File: src/rtl/bvu_pkg.sv
package bvu_pkg;
    typedef struct packed {
        logic ie;
        logic wake;
    } bvu_state_t;

    localparam int unsigned COND_W = 3;
endpackage

File: src/rtl/bvu_cond_eval.sv
module bvu_cond_eval
    import bvu_pkg::*;
(
    input  logic [COND_W-1:0] code,
    input  logic              cy,
    input  logic              z,
    input  logic              s,
    input  logic              p,
    output logic              taken
);
    logic sel_flag;

    // Upper two bits pick the flag, bit 0 picks the polarity tested.
    always_comb begin
        unique case (code[2:1])
            2'd0:    sel_flag = z;
            2'd1:    sel_flag = cy;
            2'd2:    sel_flag = p;
            default: sel_flag = s;
        endcase
        taken = sel_flag ^ ~code[0];
    end
endmodule

File: src/rtl/bvu_irq_prio.sv
module bvu_irq_prio #(
    parameter int unsigned ADDR_W   = 16,
    parameter int unsigned NUM_MASK = 3,
    parameter int unsigned TRAP_VEC = 36,
    parameter int unsigned VEC_STEP = 8
) (
    input  logic                trap,
    input  logic [NUM_MASK-1:0] req,
    input  logic [NUM_MASK-1:0] mask,
    input  logic                ie,
    output logic                pending,
    output logic [ADDR_W-1:0]   vector
);
    logic [NUM_MASK-1:0] eligible;

    genvar g;
    generate
        for (g = 0; g < NUM_MASK; g++) begin : g_elig
            assign eligible[g] = req[g] & ~mask[g] & ie;
        end
    endgenerate

    // Scan upwards so the highest eligible index overrides; trap overrides all.
    always_comb begin
        pending = 1'b0;
        vector  = '0;
        for (int k = 0; k < NUM_MASK; k++) begin
            if (eligible[k]) begin
                pending = 1'b1;
                vector  = ADDR_W'(TRAP_VEC + VEC_STEP * (k + 1));
            end
        end
        if (trap) begin
            pending = 1'b1;
            vector  = ADDR_W'(TRAP_VEC);
        end
    end
endmodule

File: src/rtl/branch_vector_unit.sv
module branch_vector_unit
    import bvu_pkg::*;
#(
    parameter int unsigned ADDR_W   = 16,
    parameter int unsigned NUM_MASK = 3,
    parameter int unsigned RST_W    = 3,
    parameter int unsigned TRAP_VEC = 36,
    parameter int unsigned VEC_STEP = 8
) (
    input  logic                clk,
    input  logic                rst_n,
    input  logic [COND_W-1:0]   cond_code,
    input  logic                flag_cy,
    input  logic                flag_z,
    input  logic                flag_s,
    input  logic                flag_p,
    input  logic [RST_W-1:0]    rst_num,
    input  logic                irq_trap,
    input  logic [NUM_MASK-1:0] irq_lvl,
    input  logic [NUM_MASK-1:0] irq_mask,
    input  logic                ie_set,
    input  logic                ie_clr,
    input  logic                halted,
    input  logic                int_ack,
    output logic                cond_taken,
    output logic                int_pending,
    output logic [ADDR_W-1:0]   vector_addr,
    output logic                int_enabled,
    output logic                halt_release
);
    localparam int unsigned SHIFT = $clog2(VEC_STEP);
    localparam int unsigned PAD_W = ADDR_W - RST_W - SHIFT;

    bvu_state_t st_d, st_q;
    logic [ADDR_W-1:0] hw_vec;
    logic [ADDR_W-1:0] sw_vec;

    bvu_cond_eval i_cond (
        .code  (cond_code),
        .cy    (flag_cy),
        .z     (flag_z),
        .s     (flag_s),
        .p     (flag_p),
        .taken (cond_taken)
    );

    bvu_irq_prio #(
        .ADDR_W   (ADDR_W),
        .NUM_MASK (NUM_MASK),
        .TRAP_VEC (TRAP_VEC),
        .VEC_STEP (VEC_STEP)
    ) i_prio (
        .trap    (irq_trap),
        .req     (irq_lvl),
        .mask    (irq_mask),
        .ie      (st_q.ie),
        .pending (int_pending),
        .vector  (hw_vec)
    );

    assign sw_vec      = {{PAD_W{1'b0}}, rst_num, {SHIFT{1'b0}}};
    assign vector_addr = int_pending ? hw_vec : sw_vec;

    always_comb begin
        st_d = st_q;
        // Acknowledge and disable both dominate enable.
        if (int_ack || ie_clr) begin
            st_d.ie = 1'b0;
        end else if (ie_set) begin
            st_d.ie = 1'b1;
        end
        st_d.wake = halted & int_ack & int_pending;
    end

    always_ff @(posedge clk) begin
        if (!rst_n) begin
            st_q <= '0;
        end else begin
            st_q <= st_d;
        end
    end

    assign int_enabled  = st_q.ie;
    assign halt_release = st_q.wake;
endmodule

File: config.mk
export PLATFORM = sky130hd
export DESIGN_NAME = branch_vector_unit
export DESIGN_NICKNAME = d
export VERILOG_FILES = /design/src/rtl/bvu_pkg.sv /design/src/rtl/bvu_cond_eval.sv /design/src/rtl/bvu_irq_prio.sv /design/src/rtl/branch_vector_unit.sv
export SDC_FILE = /design/constraint.sdc
export NUM_CORES = 1
export LEC_CHECK = 0
export BUFFER_PORTS_ARGS = -buffer_cell sky130_fd_sc_hd__buf_4
export CAP_MARGIN = 40
export CORE_AREA = 4 4 41 43
export DETAILED_ROUTE_END_ITERATION = 10
export DIE_AREA = 0 0 45 47
export PLACE_DENSITY_LB_ADDON = 0.08
export SYNTH_ARGS = -nofsm -noshare
export SYNTH_HDL_FRONTEND = slang
export SYNTH_SLANG_ARGS = --single-unit
File: constraint.sdc
create_clock -name clk -period 2.25 [get_ports clk]
set_input_delay 0.1125 -clock clk [delete_from_list [all_inputs] [get_ports clk]]
set_output_delay 0.1125 -clock clk [all_outputs]
set_load 0.05 [all_outputs]
==> impl_metrics.py <==
metrics = {
    "outcome": {
        "status": "completed",
    },
    "critical_path": {
        "crit_buf_inv": 1,
        "max_stage_delay_ns": 0.35,
        "critical_path_required_ns": 2.14,
        "slowest_stage": "dfxtp_1",
        "cp-start-kind": "register",
        "end_kind": "output pin",
        "worstPathArrival_ns": 1.28,
        "cp_max_fo": 6,
        "crit_family": "compound AO/OA/AOI/OAI gates",
        "crit_chain": "a21oi_1, o2bb2ai_1, buf_4",
        "worstSetupPathType": "register to output pin",
    },
    "floorplan": {
        "dieHeight_um": 47,
        "die_w_um": 45,
        "start_util_pct": 20.5,
        "io_pins": 43,
        "rows": 13,
        "die-area_um2": 2120,
        "core-area_um2": 1300,
    },
    "synth": {
        "netlist_area_um2": 267,
        "ys_types": 16,
        "ys_seq_area_share_pct": 15.0,
        "syn_avg_cell_area_um2": 7.84,
        "ys_warn_count": 0,
        "syn_inst": 34,
        "yosys_register_bits": 2,
    },
    "sta": {
        "slew_violations": 0,
        "rsz0062_at_grt": "no",
        "hold_violations": 0,
        "period_needed_ns": 1.40,
        "setup_ws_ns": 0.854,
        "fin_setup_tns_ns": 0,
        "fmax_ghz": 0.716,
        "setup_viol": 0,
        "fin_crit_sh_pct": 62.1,
        "finClkSkew_ns": 0.00360,
    },
    "global_route": {
        "grtUsageTotal_pct": 7.58,
        "grt_overflow": 0,
        "antenna_found_initial": 0,
        "grt_pass1_wl_um": 1110,
        "grt_max_degree": 7,
        "grt_pass1_vias": 298,
    },
    "placement": {
        "gp_congestion": 0.646,
        "hpwl_um": 677,
        "post_dp_cell_area_um2": 462,
        "port-buffer-count": 30,
        "dp_slack_ns": 1.07,
    },
    "cells_and_area": {
        "drive_gt1_share_pct": 51.5,
        "syn_to_final_growth_pct": 81.7,
        "nFillCells": 139,
        "postLayoutCellArea_um2": 484,
        "num-nets-final": 91,
        "diodes": 0,
    },
    "clocking": {
        "root_buffer": "clkbuf_4",
        "numCtsBuffers": 3,
        "cts_sinks": 2,
        "cts_tree": "done",
        "cts_hold_buffers": 0,
        "post-cts-setup-buffers": 0,
        "h-tree-depth": 1,
        "clk_pin_slew_ns": 0.03,
        "cts_resized": 0,
        "worstSkewPairLatency_ns": 0.22,
        "cts_buffer_depth": 2,
    },
    "route": {
        "vias": 316,
        "firstDrtPassIters": 2,
        "wirelength_um": 769,
        "drt_iter0_drc": 6,
        "ant_nets": 0,
        "via_per_inst": 3.90,
        "drc": 0,
        "wl_per_cell_um": 9.49,
    },
    "power_and_ir_drop": {
        "p_per_area_nw_per_um2": 529,
        "p_leak_nw": 0.256,
        "seqPwrFrac_pct": 14.7,
        "power.share.clock_pct": 30.7,
        "ir_drop_mv": 0.212,
        "p_comb_share_pct": 54.6,
        "swShare_pct": 44.8,
        "intPower_uw": 141,
        "p_switching_uw": 115,
    },
    "run": {
        "maxCapViolCount": 0,
    },
    "hold_path": {
        "hp-class": "input port to register",
    },
}
[per-stage QoR]
stage | std cells | utilization, % | total power, mW | hold WS, ns
2_1_floorplan | 45 | - | 0.148 | 0.189
3_3_place_gp | 78 | 35.5 | 0.179 | 0.282
3_5_place_dp | 78 | 35.5 | 0.178 | 0.282
4_1_cts | 81 | 37.2 | 0.260 | 0.0443
5_1_grt | 81 | 37.2 | 0.268 | 0.0500
6_report | 81 | 37.2 | 0.256 | 0.0512
[cells by family after synthesis]
group	share of synthesized area (%)
xor+xnor	3.29
flops	15.0
simple gates	23.0
compound gates	15.0
buf+inv	33.8
other cells	1.41
mux	8.45
[worst paths after layout]
path / end / depth (start not counted) / start / slack (ns)
setup reg to reg: halt_release / 2 / int_enabled / 1.31
hold / removal: int_enabled / 2 / ie_clr / 0.05
hold reg to reg: int_enabled / 2 / int_enabled / 0.57
setup / recovery: vector_addr[4] / 3 / int_enabled / 0.85
[cell usage after synthesis]
library cell / number / share of area [%]
buf_4: 12 / 34
nor2b_1: 3 / 7.0
a21oi_1: 2 / 3.8
dfxtp_1: 2 / 15
nand2_1: 2 / 2.8
nor2_1: 2 / 2.8
o2bb2ai_1: 2 / 6.6
a211oi_1: 1 / 2.8
conb_1: 1 / 1.4
mux4_2: 1 / 8.5
nand2b_1: 1 / 2.3
nand3_1: 1 / 1.9
nand3b_1: 1 / 2.8
nor4b_1: 1 / 3.3
o21ai_1: 1 / 1.9
xnor2_1: 1 / 3.3
[per-layer routing]
layer	routed length [µm]	vias to the layer above	GRT usage, %
met5	0	-	0
met4	9	0	8.77
met3	167	2	2.68
met2	294	30	9.60
met1	297	127	9.07
li1	-	157	-
[cell usage in the layout (no fill, tap or decap), drive strengths merged]
master | Yosys | final
nand2b | 1 | 1
nand3b | 1 | 1
nand3 | 1 | 1
nor2b | 3 | 3
clkbuf | 0 | 3
nor4b | 1 | 1
a211oi | 1 | 1
a21oi | 2 | 2
dfxtp | 2 | 2
o21ai | 1 | 1
buf | 12 | 30
conb | 1 | 12
nand2 | 2 | 2
o2bb2ai | 2 | 2
xnor2 | 1 | 1
mux4 | 1 | 1
nor2 | 2 | 2
[power by group through the flow]
stage | logic (mW) | clock network (mW) | registers, mW
CTS | 0.140 | 0.0824 | 0.0378
floorplan | 0.106 | 0 | 0.0416
detailed placement | 0.140 | 0 | 0.0382
global route | 0.148 | 0.0823 | 0.0379
global placement | 0.140 | 0 | 0.0383
finish | 0.140 | 0.0787 | 0.0378
[layout make-up]
type | instances | area, µm² | area share, %
multi-input combinational | 31 | 178 | 36.7
tap | 15 | 18.8 | 3.88
sequential | 2 | 40.0 | 8.27
clock buffer | 3 | 22.5 | 4.65
timing repair buffer | 30 | 225 | 46.5
[sequential cells by signal (all words and copies together), names as in the netlist]
register,count
int_enabled,1
halt_release,1
Note: power is estimated with default switching activity, not from simulation.
